## src/rtl/jtag_dr_pkg.sv

```systemverilog
package jtag_dr_pkg;
  typedef enum logic [1:0] {
    SEL_BYP = 2'd0,
    SEL_ID  = 2'd1,
    SEL_USR = 2'd2
  } dr_kind_e;
endpackage

```

## src/rtl/jtag_dr_decode.sv

```systemverilog
module jtag_dr_decode
  import jtag_dr_pkg::*;
#(
  parameter int IR_W        = 4,
  parameter int N_USR       = 2,
  parameter int OP_ID       = 1,
  parameter int OP_USR_BASE = 8
) (
  input  logic [IR_W-1:0]  opcode_i,
  output dr_kind_e         kind_o,
  output logic [N_USR-1:0] usr_sel_o
);
  logic [N_USR-1:0] hit;

  for (genvar g = 0; g < N_USR; g++) begin : g_hit
    assign hit[g] = (opcode_i == IR_W'(OP_USR_BASE + g));
  end

  // id opcode outranks a colliding user opcode; all else falls to bypass
  always_comb begin
    if (opcode_i == IR_W'(OP_ID))  kind_o = SEL_ID;
    else if (|hit)                 kind_o = SEL_USR;
    else                           kind_o = SEL_BYP;
    usr_sel_o = (kind_o == SEL_USR) ? hit : '0;
  end
endmodule

```

## src/rtl/jtag_dr_bypass.sv

```systemverilog
module jtag_dr_bypass (
  input  logic tck_i,
  input  logic rst_ni,
  input  logic sel_i,
  input  logic capture_i,
  input  logic shift_i,
  input  logic tdi_i,
  output logic so_o
);
  logic bp_q;

  always_ff @(posedge tck_i or negedge rst_ni) begin
    if (!rst_ni)                bp_q <= 1'b0;
    else if (sel_i && capture_i) bp_q <= 1'b0;
    else if (sel_i && shift_i)   bp_q <= tdi_i;
  end

  assign so_o = bp_q;
endmodule

```

## src/rtl/jtag_dr_id.sv

```systemverilog
module jtag_dr_id #(
  parameter int          ID_W   = 32,
  parameter logic [31:0] ID_VAL = 32'h1A5C_3E17
) (
  input  logic tck_i,
  input  logic rst_ni,
  input  logic sel_i,
  input  logic capture_i,
  input  logic shift_i,
  input  logic tdi_i,
  output logic so_o
);
  localparam logic [ID_W-1:0] CODE = {ID_VAL[ID_W-1:1], 1'b1};

  logic [ID_W-1:0] sr_q;

  always_ff @(posedge tck_i or negedge rst_ni) begin
    if (!rst_ni)                 sr_q <= '0;
    else if (sel_i && capture_i) sr_q <= CODE;
    else if (sel_i && shift_i)   sr_q <= {tdi_i, sr_q[ID_W-1:1]};
  end

  assign so_o = sr_q[0];
endmodule

```

## src/rtl/jtag_dr_user.sv

```systemverilog
module jtag_dr_user #(
  parameter int W = 8
) (
  input  logic         tck_i,
  input  logic         rst_ni,
  input  logic         sel_i,
  input  logic         capture_i,
  input  logic         shift_i,
  input  logic         update_i,
  input  logic         tdi_i,
  input  logic         fwe_i,
  input  logic [W-1:0] fwd_i,
  output logic [W-1:0] q_o,
  output logic         so_o
);
  logic [W-1:0] sr_q, hold_q;

  always_ff @(posedge tck_i or negedge rst_ni) begin
    if (!rst_ni)                 sr_q <= '0;
    else if (sel_i && capture_i) sr_q <= hold_q;
    else if (sel_i && shift_i)   sr_q <= {tdi_i, sr_q[W-1:1]};
  end

  // jtag update beats the functional write port
  always_ff @(posedge tck_i or negedge rst_ni) begin
    if (!rst_ni)                hold_q <= '0;
    else if (sel_i && update_i) hold_q <= sr_q;
    else if (fwe_i)             hold_q <= fwd_i;
  end

  assign q_o  = hold_q;
  assign so_o = sr_q[0];
endmodule

```

## src/rtl/jtag_dr_bank.sv

```systemverilog
module jtag_dr_bank
  import jtag_dr_pkg::*;
#(
  parameter int          IR_W        = 4,
  parameter int          N_USR       = 2,
  parameter int          USR_W       = 8,
  parameter int          OP_ID       = 1,
  parameter int          OP_USR_BASE = 8,
  parameter logic [31:0] ID_VAL      = 32'h1A5C_3E17
) (
  input  logic                        tck_i,
  input  logic                        rst_ni,
  input  logic                        tdi_i,
  input  logic                        capture_dr_i,
  input  logic                        shift_dr_i,
  input  logic                        update_dr_i,
  input  logic [IR_W-1:0]             ir_opcode_i,
  input  logic [N_USR-1:0]            usr_we_i,
  input  logic [N_USR-1:0][USR_W-1:0] usr_wd_i,
  output logic [N_USR-1:0][USR_W-1:0] usr_q_o,
  output logic                        tdo_o
);
  dr_kind_e         kind;
  logic [N_USR-1:0] usr_sel;
  logic [N_USR-1:0] usr_so;
  logic             byp_so, id_so;
  logic             usr_tdo;

  jtag_dr_decode #(
    .IR_W(IR_W), .N_USR(N_USR), .OP_ID(OP_ID), .OP_USR_BASE(OP_USR_BASE)
  ) u_dec (
    .opcode_i (ir_opcode_i),
    .kind_o   (kind),
    .usr_sel_o(usr_sel)
  );

  jtag_dr_bypass u_byp (
    .tck_i    (tck_i),
    .rst_ni   (rst_ni),
    .sel_i    (kind == SEL_BYP),
    .capture_i(capture_dr_i),
    .shift_i  (shift_dr_i),
    .tdi_i    (tdi_i),
    .so_o     (byp_so)
  );

  jtag_dr_id #(.ID_W(32), .ID_VAL(ID_VAL)) u_id (
    .tck_i    (tck_i),
    .rst_ni   (rst_ni),
    .sel_i    (kind == SEL_ID),
    .capture_i(capture_dr_i),
    .shift_i  (shift_dr_i),
    .tdi_i    (tdi_i),
    .so_o     (id_so)
  );

  for (genvar g = 0; g < N_USR; g++) begin : g_usr
    jtag_dr_user #(.W(USR_W)) u_usr (
      .tck_i    (tck_i),
      .rst_ni   (rst_ni),
      .sel_i    (usr_sel[g]),
      .capture_i(capture_dr_i),
      .shift_i  (shift_dr_i),
      .update_i (update_dr_i),
      .tdi_i    (tdi_i),
      .fwe_i    (usr_we_i[g]),
      .fwd_i    (usr_wd_i[g]),
      .q_o      (usr_q_o[g]),
      .so_o     (usr_so[g])
    );
  end

  assign usr_tdo = |(usr_so & usr_sel);

  always_comb begin
    unique case (kind)
      SEL_ID:  tdo_o = id_so;
      SEL_USR: tdo_o = usr_tdo;
      default: tdo_o = byp_so;
    endcase
  end
endmodule

```

## config.mk

```make
export PLATFORM = sky130hd
export DESIGN_NAME = jtag_dr_bank
export DESIGN_NICKNAME = d
export VERILOG_FILES = /design/src/rtl/jtag_dr_pkg.sv /design/src/rtl/jtag_dr_decode.sv /design/src/rtl/jtag_dr_bypass.sv /design/src/rtl/jtag_dr_id.sv /design/src/rtl/jtag_dr_user.sv /design/src/rtl/jtag_dr_bank.sv
export SDC_FILE = /design/constraint.sdc
export NUM_CORES = 1
export LEC_CHECK = 0
export BUFFER_PORTS_ARGS = -buffer_cell sky130_fd_sc_hd__buf_2
export CELL_PAD_IN_SITES_DETAIL_PLACEMENT = 0
export CELL_PAD_IN_SITES_GLOBAL_PLACEMENT = 1
export CORE_ASPECT_RATIO = 0.5
export CORE_MARGIN = 1.5
export CORE_UTILIZATION = 43
export CTS_CLUSTER_SIZE = 40
export DETAILED_ROUTE_END_ITERATION = 16
export GPL_TIMING_DRIVEN = 0
export MAX_ROUTING_LAYER = met4
export PLACE_DENSITY_LB_ADDON = 0.1
export SLEW_MARGIN = 20
export SYNTH_ARGS = -nofsm -noshare
export SYNTH_HDL_FRONTEND = slang
export SYNTH_SLANG_ARGS = --single-unit
```

## constraint.sdc

```tcl
create_clock -name tck_i -period 0.9 [get_ports tck_i]
set_input_delay 0.135 -clock tck_i [delete_from_list [all_inputs] [get_ports tck_i]]
set_output_delay 0.135 -clock tck_i [all_outputs]
set_load 0.03 [all_outputs]
```

==> Word-level counts from Yosys, hierarchy flattened <==
Index checks and enable logic that the tools add are counted.
{ "totals": {"reg_bits": 65, "inputBits": 28} }
{ "classes": {"bitwise_logic": 1, "n_reduce_logical": 19, "mux": 16, "n_eq_ne": 5} }
{ "ops": {"columns": ["cell", "n"], "rows": [
  ["32-bit two-way mux", 2],
  ["8-bit two-way mux", 8],
  ["2-bit nonzero test", 6],
  ["1-bit logical AND", 10],
  ["4-bit equality test (second input constant)", 2],
  ["2-bit two-way mux", 3],
  ["4-bit by 1-bit equality test with 1-bit output (second input constant)", 1],
  ["2-bit OR reduction", 2],
  ["2-bit AND", 1],
  ["2-bit by 1-bit equality test with 1-bit output (second input constant)", 1],
  ["2-bit equality test (second input constant)", 1],
  ["2-bit logical NOT", 1],
  ["1-bit two-way mux", 2],
  ["1-bit case mux with 2 select lines", 1]
]} }

==> Logic depth before layout (Yosys ltp) <==
{ "depth": {"ltp_word": 9, "mapped_depth": 6, "ltp_nobuf": 4} }

==> By module <==
Synthesis repeated with hierarchy kept, for this count alone.
{ "hier_totals": {"cells_unflattened": 306, "area_unflattened_um2": 3470.8} }
{ "modules_own_cells": {"columns": ["module", "area_per_inst_um2", "n_inst", "cells_each"], "rows": [
  ["jtag_dr_id", 1724.2, 1, 162],
  ["jtag_dr_user", 784.5, 2, 63],
  ["jtag_dr_bank", 75.1, 1, 9],
  ["jtag_dr_bypass", 52.6, 1, 5],
  ["jtag_dr_decode", 50.0, 1, 4]
]} }

==> Worst setup path before layout <==
Ideal clock, no wire load.
{ "synth_timing": {"path_kind": "input to output", "start": "input port ir_opcode_i[1]", "end": "output port tdo_o", "path_buffers": 0, "t_required_ns": 0.765, "path_slack_ns": -0.298, "stages": 4, "arrival_ns": 1.063, "cell_sequence": "nor2_1 o21a_1 nor2_1 a21oi_1"} }
{ "synth_via": {"elab_chain_len": 9, "word_cells_on_any_way": 12, "cone_classes": "5 x eq/ne; 4 x mux; 1 x bitwise; 2 x reduce/logical"} }
{ "synth_lines": {"columns": ["element", "line", "rtl"], "rows": [
  ["start, declared", "jtag_dr_bank.sv:17", "input logic [IR_W-1:0] ir_opcode_i,"],
  ["4-bit equality test", "jtag_dr_decode.sv:16", "assign hit[g] = (opcode_i == IR_W'(OP_USR_BASE + g));"],
  ["2-bit OR reduction", "jtag_dr_decode.sv:22", "else if (|hit) kind_o = SEL_USR;"],
  ["2-bit two-way mux", "jtag_dr_decode.sv:22", null],
  ["2-bit two-way mux", "jtag_dr_decode.sv:21", "if (opcode_i == IR_W'(OP_ID)) kind_o = SEL_ID;"],
  ["2-bit equality test", "jtag_dr_decode.sv:24, jtag_dr_bank.sv:76", null],
  ["2-bit two-way mux", "jtag_dr_decode.sv:24", "usr_sel_o = (kind_o == SEL_USR) ? hit : '0;"],
  ["2-bit AND", "jtag_dr_bank.sv:73", "assign usr_tdo = |(usr_so & usr_sel);"],
  ["2-bit OR reduction", "jtag_dr_bank.sv:73", null],
  ["1-bit case mux with 2 select lines (*)", "jtag_dr_bank.sv:76", "unique case (kind)"],
  ["end, declared", "jtag_dr_bank.sv:21", "output logic tdo_o"]
]} }
Mark *: on every way between the ends. The rest lies on a longest branch, timed or not.

==> Worst setup path after layout <==
{ "layout_timing": {"start": "register g_usr[1].u_usr.sr_q[0]", "end": "output port tdo_o"} }
{ "layout_via": {"elab_chain_len": 3} }
{ "layout_lines": {"columns": ["element", "line", "rtl"], "rows": [
  ["start, declared", "jtag_dr_user.sv:16", "logic [W-1:0] sr_q, hold_q;"],
  ["start signal, assigned", "jtag_dr_user.sv:20", "else if (sel_i && capture_i) sr_q <= hold_q;"],
  ["start signal, assigned", "jtag_dr_user.sv:21", "else if (sel_i && shift_i) sr_q <= {tdi_i, sr_q[W-1:1]};"],
  ["2-bit AND", "jtag_dr_bank.sv:73", null],
  ["2-bit OR reduction", "jtag_dr_bank.sv:73", null],
  ["1-bit case mux with 2 select lines", "jtag_dr_bank.sv:76", null]
]} }
Every way passes these cells.

==> flow_metrics.py <==
metrics = {
    "status": {
        "status": "finished, violations left",
        "failing_checks": "negative setup slack",
    },
    "setup_path": {
        "critical_path_peak_fanout": 2,
        "worst_r2r_startpoint": "g_usr[1].u_usr.q_o[7]",
        "setup.reg_to_reg.worst_slack_ps": -20,
        "timing.critical_path.from": "g_usr[1].u_usr.sr_q[0]",
        "worstRegToRegCells": 4,
        "nature_of_the_critical_path_startpoint": "flop",
        "worstSetupEndpoint": "tdo_o",
        "cpPeakStageDelay_ps": 370,
        "critPathCaptureType": "output port",
        "crit_path_top_delay_cell": "sky130_fd_sc_hd__dfrtp_1",
        "timing_worst_setup_path_type": "flop to output port",
        "timing.critical_path.required_ps": 760,
        "path_depth": 5,
        "critical_path.cell_chain": "mux2i_1, nand2_1, o21ai_2, a21oi_2, buf_6",
        "total_buffers_and_inverters_traversed_by_the_critical_path": 1,
        "cp.arrival_ps": 1200,
        "cell_family_with_most_cp_delay": "flip-flops",
        "worst_r2r_endpoint": "g_usr[1].u_usr.sr_q[7]",
    },
    "timing": {
        "relSlewSlack_pct": 81.6,
        "finalHoldViolations": 0,
        "final_critical_path_setup_slack_ps": -431,
        "rsz0062_at_grt": "true",
        "clock_skew_ps": 4.19,
        "post-route-period-util_pct": 148,
        "final-setup-viol-count": 24,
        "totalNegativeSetupSlack_ps": -2120,
        "timing.fmax_mhz": 751,
        "whs_ps": 80.7,
        "final_max_slew_viol_count": 0,
        "tightestPinTransition_ps": 277,
        "final_period_minus_worst_setup_slack_ps": 1330,
    },
    "synthesis": {
        "yosysWarnings": 0,
        "yosys-top-cells-area": "sky130_fd_sc_hd__dfrtp_1 57%, sky130_fd_sc_hd__nand2_1 13%, sky130_fd_sc_hd__o21ai_0 7.2%",
        "post_synth_simple_gate_area_pct": 20.0,
        "synth_top_family_by_area": "simple AND/OR/NAND/NOR gates",
        "mappedNetlistNets": 331,
        "avgSynthCellArea_um2": 9.41,
        "synth_compound_gate_area_share_pct": 13.4,
        "synth_xor_area_share_pct": 0,
        "adder_cell_fraction_of_synth_area_pct": 0,
        "yosysSeqAreaShare_pct": 57.0,
        "ys_seq_elements": 65,
        "post-synth-top-area-cell": "sky130_fd_sc_hd__dfrtp_1",
        "synth_cell_area_mm2": 0.00285,
        "netlist_instances": 303,
        "synth.distinct_cells": 28,
        "synth.area.mux_share_pct": 5.96,
        "netlist.area_leader.share_pct": 57.0,
    },
    "routing": {
        "via_count": 2509,
        "drcViolationCount": 0,
        "first_iter_violations": 133,
        "wirelength_um": 7030,
        "post_drt_via_cell_ratio": 5.18,
        "wl_per_cell_um": 14.5,
        "drt-pass1-iter-count": 4,
        "drt.antenna.violating_nets": 0,
    },
    "die": {
        "pin_count": 45,
        "die_y_um": 60.6,
        "fp-row-count": 20,
        "core-area_mm2": 0.00623,
        "initial_utilization_pct": 45.8,
        "dieArea_mm2": 0.00716,
        "floorplan.die.width_um": 118,
    },
    "finish": {
        "post_layout_nonfiller_instances": 484,
        "fill_cells": 496,
        "register_area_mm2": 0.00163,
        "multiInputGateArea_mm2": 0.00129,
        "mostFrequentLayoutCells": "90 x sky130_fd_sc_hd__nand2_1, 65 x sky130_fd_sc_hd__dfrtp_1, 34 x sky130_fd_sc_hd__buf_6",
        "final_core_utilization_pct": 67.6,
        "nNetsFinal": 419,
        "flow.area_growth_from_synthesis_pct": 47.7,
        "antennaDiodeCount": 0,
        "layout_cell_share_with_drive_strength_beyond_1_pct": 36.9,
        "layout.cells.most_common": "sky130_fd_sc_hd__nand2_1",
        "final_area_mm2": 0.00421,
    },
    "clock_network": {
        "worst_skew_pair.late_latency_ps": 330,
        "numCtsBuffers": 9,
        "max-clock-path-buffers": 2,
        "ctsHtreeMaxLevel": 3,
        "clock_tree_root": "sky130_fd_sc_hd__clkbuf_16",
        "clock_transition_at_the_registers_of_the_reported_paths_ps": 50,
        "cts_num_sinks": 65,
        "tritoncts": "yes",
    },
    "place": {
        "dpl_cell_area_mm2": 0.00331,
        "finalWeightedCongestion": 0.796,
        "detailedPlace.worstSlack_ps": -558,
        "io_buffers": 42,
        "post-dp-hpwl_um": 4550,
        "placed_cells_incl_taps": 434,
    },
    "power_and_ir_drop": {
        "design_power_total_mw": 8.48,
        "powerDensity_mw_per_mm2": 2010,
        "power.leakage_nw": 2.09,
        "vdd_ir_drop_max_mv": 1.46,
    },
    "global_route": {
        "grt_remaining_overflow": 0,
        "grt_first_pass_wirelength_um": 11500,
        "grt_pass1_vias": 2330,
        "grt_start_max_net_pins": 38,
        "number_of_antenna_violations_at_the_first_check_in_global_routing": 0,
        "grt_use_total_pct": 21.8,
    },
    "run": {
        "cap_violations": 0,
    },
    "worst_hold_path": {
        "holdPathStages": 3,
        "min-delay-path-class": "primary input to flop",
    },
}
[power by group]
group          internal [mW]  total, mW  switching (mW)  leakage, nW
combinational          0.720       1.49           0.770         1.11
sequential              3.35       3.65           0.300        0.838
clock                   2.15       3.33            1.18        0.149
total                   6.23       8.48            2.25         2.09
[state kept, by name (all words and copies together) (netlist names)]
signal / count
g_usr.u_usr.q_o: 16
g_usr.u_usr.sr_q: 16
u_byp.so_o: 1
u_id.sr_q: 32
[synthesized netlist by cell type (all sizes together)]
library cell / n
nor3: 2
and4bb: 1
inv: 3
nand2: 99
nand2b: 2
o22ai: 16
nand3b: 1
and3: 1
a22o: 1
o21a: 1
nand4bb: 1
o2bb2ai: 1
nor2: 3
buf: 10
nand3: 16
o21ai: 49
mux2i: 17
nor4: 1
dfrtp: 65
or4: 1
clkbuf: 10
a21oi: 1
nor2b: 1
[worst min-delay path by stage]
stage,start,endpoint,slack [ps]
2_1_floorplan,rst_ni,g_usr[0].u_usr.q_o[0],-160
3_3_place_gp,usr_wd_i[13],g_usr[1].u_usr.q_o[5],420
3_5_place_dp,rst_ni,g_usr[0].u_usr.q_o[5],90
4_1_cts,usr_wd_i[14],g_usr[1].u_usr.q_o[6],80
5_1_grt,usr_wd_i[13],g_usr[1].u_usr.q_o[5],110
6_report,usr_wd_i[14],g_usr[1].u_usr.q_o[6],80
[cell type report]
class	instances	area share [%]
clock inverter	2	0.238
buffer	19	4.13
timing repair buffer	78	16.8
clock buffer	14	6.74
sequential	65	38.6
tap	88	2.61
multi-input combinational	215	30.6
inverter	3	0.267
[timing repair]
action / in CTS / in global routing
hold endpoints to repair: 28 / 0
gates resized for setup: 61 / 58
hold buffers: 1 / 0
endpoints found under the setup margin: 45 / 111
cloned: 1 / 1
pin swaps: 5 / 12
buffers inserted: 21 / 11
[routing by layer]
layer	GRT usage, %	share of wire (%)	vias to the layer above
met2	33.4	47	69
met3	6.39	5.2	8
met1	28.2	47	1217
li1	-	-	1215
met4	7.67	0.98	0
met5	-	0	-
[cells by family after synthesis]
kind of cell           after synthesis
muxes                               17
DFF                                 65
and+or+nand+nor                    129
AOI/OAI and AO/OA                   69
buffers and inverters               23
[worst register-to-register path, delay by kind of cell, from the launching register on]
family | cells | cell delay (ps)
buffers and inverters | 2 | 200
DFF | 1 | 400
AOI/OAI and AO/OA | 2 | 210
Power figures use the tool's default switching activity.
